**config.mk**
```make
export PLATFORM = sky130hd
export DESIGN_NAME = client_fence_ctrl
export DESIGN_NICKNAME = d
export VERILOG_FILES = /design/src/rtl/client_fence_ctrl.sv
export SDC_FILE = /design/constraint.sdc
export NUM_CORES = 1
export LEC_CHECK = 0
export BUFFER_PORTS_ARGS = -buffer_cell sky130_fd_sc_hd__buf_2
export CAP_MARGIN = 10
export CELL_PAD_IN_SITES_DETAIL_PLACEMENT = 0
export CELL_PAD_IN_SITES_GLOBAL_PLACEMENT = 2
export CORE_MARGIN = 3
export CORE_UTILIZATION = 38
export CTS_CLUSTER_DIAMETER = 80
export CTS_CLUSTER_SIZE = 25
export DETAILED_ROUTE_END_ITERATION = 16
export GPL_TIMING_DRIVEN = 0
export PLACE_DENSITY = 0.86
export SLEW_MARGIN = 20
export SYNTH_ARGS = -nofsm -noshare
export SYNTH_HDL_FRONTEND = slang
export SYNTH_SLANG_ARGS = --single-unit
```
**constraint.sdc**
```tcl
create_clock -name clk -period 6.4 [get_ports clk]
set_input_delay 0.32 -clock clk [delete_from_list [all_inputs] [get_ports clk]]
set_output_delay 0.32 -clock clk [all_outputs]
set_load 0.02 [all_outputs]
```
**src/rtl/client_fence_ctrl.sv**
```systemverilog
module client_fence_ctrl #(
  parameter int N  = 15,
  parameter int CW = 4,
  parameter int DW = 32,
  parameter int AW = $clog2(N + 2)
) (
  input  logic          clk,
  input  logic          rst_n,
  input  logic          reg_we,
  input  logic [AW-1:0] reg_addr,
  input  logic [DW-1:0] reg_wdata,
  output logic [DW-1:0] reg_rdata,
  input  logic [N-1:0]  cli_req,
  output logic [N-1:0]  cli_gnt,
  input  logic [N-1:0]  cli_done,
  output logic [N-1:0]  cli_rst_n
);
  localparam logic [CW-1:0] CMAX = '1;
  localparam logic [AW-1:0] A_EN = AW'(0);
  localparam logic [AW-1:0] A_RS = AW'(1);

  logic [N-1:0]         en_q, rs_q;
  logic [N-1:0][CW-1:0] cnt_q;

  always_ff @(posedge clk or negedge rst_n) begin
    if (!rst_n) begin
      en_q <= '1;
      rs_q <= '1;
    end else if (reg_we) begin
      if (reg_addr == A_EN) en_q <= reg_wdata[N-1:0];
      if (reg_addr == A_RS) rs_q <= reg_wdata[N-1:0];
    end
  end

  assign cli_rst_n = rs_q;

  for (genvar i = 0; i < N; i++) begin : g_cli
    logic drain;
    assign cli_gnt[i] = cli_req[i] & en_q[i] & (cnt_q[i] != CMAX);
    assign drain      = cli_done[i] & (cnt_q[i] != '0);
    always_ff @(posedge clk or negedge rst_n) begin
      if (!rst_n)                  cnt_q[i] <= '0;
      else if (cli_gnt[i] & !drain) cnt_q[i] <= cnt_q[i] + 1'b1;
      else if (!cli_gnt[i] & drain) cnt_q[i] <= cnt_q[i] - 1'b1;
    end
  end

  always_comb begin
    reg_rdata = '0;
    if (reg_addr == A_EN) reg_rdata[N-1:0] = en_q;
    if (reg_addr == A_RS) reg_rdata[N-1:0] = rs_q;
    for (int i = 0; i < N; i++)
      if (reg_addr == AW'(i + 2)) reg_rdata[CW-1:0] = cnt_q[i];
  end
endmodule

```
* After elaboration in Yosys (flattened, before gate mapping)
Cells that the tools add are included.
** Operators by class
- Add/subtract/negate cells :: 30
- Multiply operators :: 0
- Divide/modulo/power cells :: 0
- Magnitude comparators :: 0
- Equality and inequality tests :: 31
- Shift operators :: 0
- Mux-type cells :: 47
- Bitwise logic cells :: 75
- Reductions and logical operators :: 63
** Operators with widths (number)
- $mux W4 :: 45
- $and A1 B1 Y1 :: 75
- $add A4 B1 Y4 const B :: 15
- $ne A4 B4 Y1 const B :: 15
- $reduce_bool A4 Y1 :: 15
- $sub A4 B1 Y4 const B :: 15
- $eq A5 B4 Y1 const B :: 8
- $logic_not A1 Y1 :: 30
- $mux W15 :: 2
- $reduce_bool A2 Y1 :: 15
- $eq A5 B3 Y1 const B :: 4
- $eq A5 B2 Y1 const B :: 2
- $eq A5 B1 Y1 const B :: 1
- $eq A5 B5 Y1 const B :: 1
- $logic_not A5 Y1 :: 1
- $reduce_and A2 Y1 :: 2
** Word-level totals
- Flip-flop bits (word level) :: 90
- Bits in latches :: 0
- Memory bits (writable) :: 0
- Memory bits (read-only) :: 0
- Input bits :: 70
- Output and inout bits :: 62
- Logic and storage cells :: 263
- Memories :: 0

* Depth between registers and ports, before layout
Gate-level depths: netlist of run 1.
- Word-level depth :: 18
- Gate-level depth with buffers :: 10
- Gate-level depth less buffers :: 10

* Least setup slack after synthesis of run 1
No wires, ideal clock.
- Path kind :: register to register
- Start point :: reg en_q[13]
- End point :: reg cnt_q[55] (netlist name)
- Library setup time :: 0.125 ns
- Data arrival time :: 2.263 ns
- Setup slack :: 4.012 ns
- Cell stages (with the launch flop) :: 11
- Path buffers :: 0
- Path through :: dfstp_2 nand2_1 a41oi_1 ha_1 inv_1 ha_1 a21o_1 a21oi_1 xnor2_1 nor2_1 xor2_1
** Between the ends
- Longest elaborated chain between the ends :: 5
- Elaborated cells between the ends (all ways) :: 7
** Ends and longest elaborated chain
- from (decl) :: RTL line 22 : logic [N-1:0] en_q, rs_q;
- from (signal assigned) :: RTL line 30 : if (reg_addr == A_EN) en_q <= reg_wdata[N-1:0];
- $and A1 B1 Y1 * (2 in series) :: RTL line 39 : assign cli_gnt[i] = cli_req[i] & en_q[i] & (cnt_q[i] != CMAX);
- named net cli_gnt[13] :: RTL line 14 : output logic [N-1:0] cli_gnt,
- $logic_not A1 Y1 :: RTL line 44 : else if (!cli_gnt[i] & drain) cnt_q[i] <= cnt_q[i] - 1'b1;
- $and A1 B1 Y1 :: RTL line 44
- $reduce_bool A2 Y1 (no line)
- to (signal, indexed assignment) :: RTL line 43 : else if (cli_gnt[i] & !drain) cnt_q[i] <= cnt_q[i] + 1'b1;
- to (signal, indexed assignment) :: RTL line 44
- to (decl) :: RTL line 23 : logic [N-1:0][CW-1:0] cnt_q;
Mark *: on every way through the listed nets, which the timed path passes. The rest lies on a longest branch.
A chain may end at the register's enable or synchronous reset.

* Worst setup path after layout of run 1
- Start point :: reg cnt_q[36] (netlist name)
- End point :: out reg_rdata[0]
** Between the ends
- Longest elaborated chain between the ends :: 6
** Ends and longest elaborated chain
- $mux W4 (6 in series) :: RTL line 53 : if (reg_addr == AW'(i + 2)) reg_rdata[CW-1:0] = cnt_q[i];
- to (decl) :: RTL line 12 : output logic [DW-1:0] reg_rdata,
No other way between the ends.

==> metrics, run 1 <==
status completed; Initial Util 39.0%; Diodes inserted 0; core area 15,900 um^2; Pins Over Slew Limit 0; critical path fanouts, max 6; cell area after layout 7330 um^2; CTS tree built; DP Wirelength 12,400 um; layout cells sized above 1 33.4%; Post-synth EDFFs 0; Leak 0.00330 uW; post-route ant nets 0; first-pass GRT wire length 25,300 um; DRT iter0 DRCs 203; CTS H-Tree Depth 3; Die H 134 um; Avg Inst Size Synth 11.1 um^2; final RePlAce weighted congestion 0.857; Max-Cap Viols 0; Slew headroom 58.0%; Tcrit/Tclk final 41.6%; I/O Buffers 95; total gr overflow 0; Vias 4,755; Pre-antenna DRT Iters 4; Async SR Flop Fraction 100%; DP Worst Slack 3860 ps; Setup CP Type flop to primary output; die extent in x 134 um; gr usage total 17.7%; synth unique cells 57; HP Class input port to flop; fillers 1,549; CP Launch Type flop; Final Critical Period 2670 ps; CP endpoint kind primary output; Final setup viols 0; top-level port count 132; fin cells 905; Syn Inst Count 560; yosys warns 0; maximum root-to-sink buffer count 2; number of global-route vias before repair 4,829; Area Overhead vs Synth 18.1%; CP required 6080 ps; initial antenna violation count 1; Clock Skew 7.01 ps; total CTS buffers 9; largest net degree at the start of global routing 60; Synth Flop Type dfrtp_1; FP Rows 46; final wirelength 15,600 um; nets@finish 814; Fmax 0.375 GHz; Synth Register Bits 90; post-synthesis sequential area ratio 36.9%; WL/cell 17.2 um; clk slew on worst S/H paths 70 ps; Clock Latency Late Sink 350 ps; Sink Count 90; Pwr Density 404 nW/um^2; Worst-Margin Slew 630 ps; Residual DRC 0; area of the mapped netlist 6210 um^2; die area 17,900 um^2; RSZ-0062 raised after global routing no; Final Hold Fails 0; vias per cell 5.25; root buffer cell clkbuf_16; total negative slack 0 ps; setup ws final 3730 ps; critical path arrival 2350 ps; dpl cell area 7050 um^2; DP Cell Count 888; peak supply drop 141 uV
==> flip-flops by register name (all words and copies together) (netlist names) <==
name and count:
cli_rst_n 15, en_q 15, cnt_q 60
==> cell families after synthesis <==
family / after synthesis / share of synthesized area, %
flip-flops: 90 / 36.9
XOR/XNOR: 60 / 8.46
multiplexers: 59 / 11.7
other: 1 / 0.0604
adder cells (fa/ha/maj): 60 / 13.9
AND/OR/NAND/NOR: 100 / 8.32
AO/OA/AOI/OAI: 136 / 15.7
buffers and inverters: 54 / 5.02
==> cell usage after synthesis, types with 7 or more instances <==
cell type  count  area share [%]
buf_2          9            0.73
dfrtp_1       60              24
dfstp_2       30              13
o41ai_1       16             2.3
xor2_1        15             2.1
mux2_4        10             2.4
a21oi_1       24             1.9
o21ai_0       22             1.8
mux2_2        37             6.7
nor2b_1        7            0.71
a41oi_1       15             2.1
ha_1          45             9.1
a21o_1        17             2.1
inv_1         19             1.1
a22o_1        13             1.8
buf_4         18             2.2
mux2i_1        9             1.5
fa_1          15             4.8
nand2_1       36             2.2
nor2_1        23             1.4
xnor2_1       45             6.3
==> final cells by class <==
class                   instances  area, um^2  area share [%]
multi-input cells             432        3670            50.0
well taps                     216         270            3.68
clock inverters                 6        48.8           0.665
flip-flops and latches         90        2290            31.2
repair buffers                 97         515            7.03
inverters                      19        71.3           0.972
clock buffers                  10         229            3.12
plain buffers                  35         240            3.28
==> layout by cell type, fill, tap and decap left out, types with 16 or more instances in the layout <==
cell | Yosys | routed
a21o_1 | 17 | 17
a21oi_1 | 24 | 24
buf_2 | 9 | 103
buf_4 | 18 | 19
conb_1 | 1 | 17
dfrtp_1 | 60 | 60
dfstp_2 | 30 | 30
ha_1 | 45 | 45
inv_1 | 19 | 19
mux2_2 | 37 | 37
nand2_1 | 36 | 36
nor2_1 | 23 | 23
o21ai_0 | 22 | 22
o41ai_1 | 16 | 16
xnor2_1 | 45 | 45
==> power by group <==
| group | total [uW] | internal (uW) | leakage [uW] | switching [uW] |
|---|---|---|---|---|
| registers | 1240 | 837 | 0.00103 | 398 |
| logic | 1230 | 661 | 0.00214 | 567 |
| clock network | 503 | 269 | 0.000136 | 234 |
| total | 2970 | 1770 | 0.00330 | 1200 |
==> layer usage <==
layer  up-vias  GRT usage (%)  routed length (um)  part of all wire (%)
met2       105           28.6                7550                    48
li1       2278              -                   -                     -
met1      2348           23.9                6960                    45
met3        22           3.45                 704                   4.5
met4         2           5.71                 380                   2.4
met5         -              0                   7                 0.045
==> repair_timing <==
action                    in CTS  in global routing
resized for setup              0                  0
hold buffers                   1                  0
buffers inserted               0                  0
hold endpoints to repair      26                  0
==> stage by stage <==
step / util [%] / hold slack, ps / total power [uW]
6_report: 46.0 / 216 / 2970
5_1_grt: 46.0 / 208 / 3230
4_1_cts: 46.0 / 203 / 3010
3_5_place_dp: 44.2 / 303 / 2480
3_3_place_gp: 44.0 / 504 / 2400
2_1_floorplan: - / 24.4 / 2100
==> final timing paths <==
check | start | end | slack [ps] | cells after the start
min in group asynchronous | rst_n | cnt_q[49] | 460 | 2
worst max-delay path | cnt_q[36] | reg_rdata[0] | 3730 | 6
max in group asynchronous | rst_n | en_q[11] | 5260 | 3
worst max register to register | en_q[3] | cnt_q[15] | 4030 | 10
worst min register to register | cnt_q[35] | cnt_q[35] | 530 | 1
worst min-delay path | reg_wdata[6] | en_q[6] | 220 | 2
==> worst max-delay path: stages, from the launching register on <==
cell and delay [ps]:
dfrtp_1 500, mux2i_1 120, a2111oi_0 540, a211oi_1 110, a221oi_1 370, a221o_1 190, buf_2 170
No activity file was read; power rests on OpenSTA's default activity.
==> run 2: changes to the inputs <==
Settings changed: CORE_UTILIZATION 38 to 36, PLACE_DENSITY 0.86 to 0.82.
Clock period 6.4 ns to 2.72 ns, I/O delays scaled along.
==> run 2 against run 1 <==
Sequential cell count stayed put; worst setup slack got worse by 3500 ps; sequential share of layout area hardly changed; register-to-register slack got worse by 3700 ps; combinational power is 130% higher; critical path depth is the same.
==> metrics, run 2 (synthesized netlist as in run 1, its figures left out) <==
status completed; DP Wirelength 12,600 um (+1.6%); CP endpoint kind primary output; initial antenna violation count 2 (+1); CP required 2580 ps (-3500 ps); depth of the most critical reg-to-reg path 9 (-1); Final Critical Period 2520 ps; top-level port count 132 (unchanged); total gr overflow 0 (unchanged); HP Class input port to flop; first-pass GRT wire length 25,400 um (+0.11%); WL/cell 17.5 um (+1.2%); max FFs per register 60 (unchanged); final wirelength 15,900 um (+1.8%); clk slew on worst S/H paths 70 ps (about the same); maximum root-to-sink buffer count 2 (unchanged); die area 18,900 um^2 (+5.3%); most flop-heavy register cnt_q; total CTS buffers 9 (unchanged); Setup CP Type flop to primary output; I/O Buffers 95 (unchanged); Die H 137 um (+2.6%); most common cell after layout, fill and taps aside buf_2; critical path fanouts, max 6 (unchanged); peak supply drop 386 uV (+170%); Final Hold Fails 0 (unchanged); Residual DRC 0 (unchanged); Worst-Margin Slew 548 ps (-82.1 ps); total negative slack 0 ps (unchanged); layout cells sized above 1 33.2% (-0.15 points); CTS tree built; most frequent cells in the layout buf_2 (103), dfrtp_1 (60), xnor2_1 (45), ha_1 (45), mux2_2 (37); RSZ-0062 raised after global routing no; post-route ant nets 0 (unchanged); Area Overhead vs Synth 18.2% (about the same); die extent in x 137 um (+2.6%); nets@finish 814 (unchanged); CP Launch Type flop; number of gates resized after CTS 0 (unchanged); Vias 4,739 (-0.34%); dpl cell area 7060 um^2 (+0.12%); hold depth 2 (unchanged); Sink Count 90 (unchanged); Leak 0.00330 uW (-0.23%); CTS H-Tree Depth 3 (unchanged); Initial Util 37.1% (-1.9 points); Final Core Density 43.8% (-2.2 points); DRT iter0 DRCs 210 (+3.4%); r2r startpoint cnt_q[9]; Slew headroom 62.6% (+4.5 points); min-delay src reg_wdata[11]; Pins Over Slew Limit 0 (unchanged); critical path arrival 2390 ps (+40 ps); cell area after layout 7340 um^2 (about the same); number of global-route vias before repair 4,900 (+1.5%); vias per cell 5.21 (-0.88%); Final setup viols 0 (unchanged); Clock Latency Late Sink 340 ps (about the same); Reg2Reg Setup Slack 380 ps (-3650 ps); largest net degree at the start of global routing 64 (+6.7%); FP Rows 47 (+2.2%); Pre-antenna DRT Iters 6 (+2); Tcrit/Tclk final 92.7%; Fmax 0.396 GHz; core area 16,800 um^2 (+5.1%); Clock Skew 5.85 ps (-1.16 ps); worst hold endpoint en_q[11]; gr usage total 17.3% (-0.36 points); Max-Cap Viols 0 (unchanged); R2R Path End cnt_q[11]; Pwr Density 948 nW/um^2 (+130%); root buffer cell clkbuf_16; final RePlAce weighted congestion 0.882 (+3.0%)
-- run 2: cell types whose count changed in the layout (fill, tap and decap cells not counted) --
cell	change
clkinv_1	+2
inv_4	-2
buf_4	-1
buf_6	+1
clkbuf_1	-1
clkinv_2	+1
clkinvlp_4	+1
diode_2	+1
inv_8	-1
-- run 2: area by class of cell --
| cell class | count | area (um^2) |
|---|---|---|
| repair buffers | 97 | 519 |
| multi-input cells | 432 | 3670 |
| well taps | 220 | 275 |
| plain buffers | 35 | 240 |
| diodes | 1 | 2.50 |
| clock buffers | 9 | 225 |
| flip-flops and latches | 90 | 2290 |
| clock inverters | 7 | 45.0 |
| inverters | 19 | 71.3 |
| fillers | 1618 | 9420 |
-- run 2: worst max-delay path: stages, from the launching register on --
cell       delay [ps]
dfrtp_1           490
mux2i_1           130
a2111oi_0         570
a211oi_1          110
a221oi_1          370
a221o_1           190
buf_2             170
-- run 2: layer usage --
layer	global-route usage [%]	wire, um	part of all wire [%]	up-vias
li1	-	-	-	2293
met3	2.70	584	3.7	27
met1	23.1	7180	45	2329
met2	27.9	7660	48	88
met4	7.48	446	2.8	2
met5	0	7	0.044	-
-- run 2: through the flow --
stage / setup slack [ps] / hold slack, ps / power, uW / cells
floorplan: 332 / -160 / 4950 / 576
global placement: 404 / 379 / 5650 / 891
detailed placement: 340 / 29.1 / 5860 / 892
CTS: 238 / 16.9 / 7050 / 909
global route: 135 / 21.6 / 7590 / 910
finish: 197 / 34.0 / 6960 / 910
-- run 2: how the worst max path moves through the flow --
stage / start / cells past startpoint / to
global route: cnt_q[36] / 6 / reg_rdata[0]
finish: cnt_q[36] / 6 / reg_rdata[0]
global placement: en_q[7] / 10 / cnt_q[31]
floorplan: en_q[13] / 10 / cnt_q[55]
detailed placement: en_q[7] / 10 / cnt_q[31]
CTS: cnt_q[36] / 6 / reg_rdata[0]
-- run 2: timing repair --
action / 4_1_cts / 5_1_grt
hold buffers: 1 / 0
buffers inserted: 0 / 0
hold endpoints to repair: 27 / 0
endpoints found under the setup margin: 0 / 0
-- run 2: where the power goes --
group / total [uW] / switching, uW / internal (uW)
Sequential: 2920 / 945 / 1970
Combinational: 2890 / 1340 / 1550
Clock: 1150 / 536 / 616
Total: 6960 / 2820 / 4140
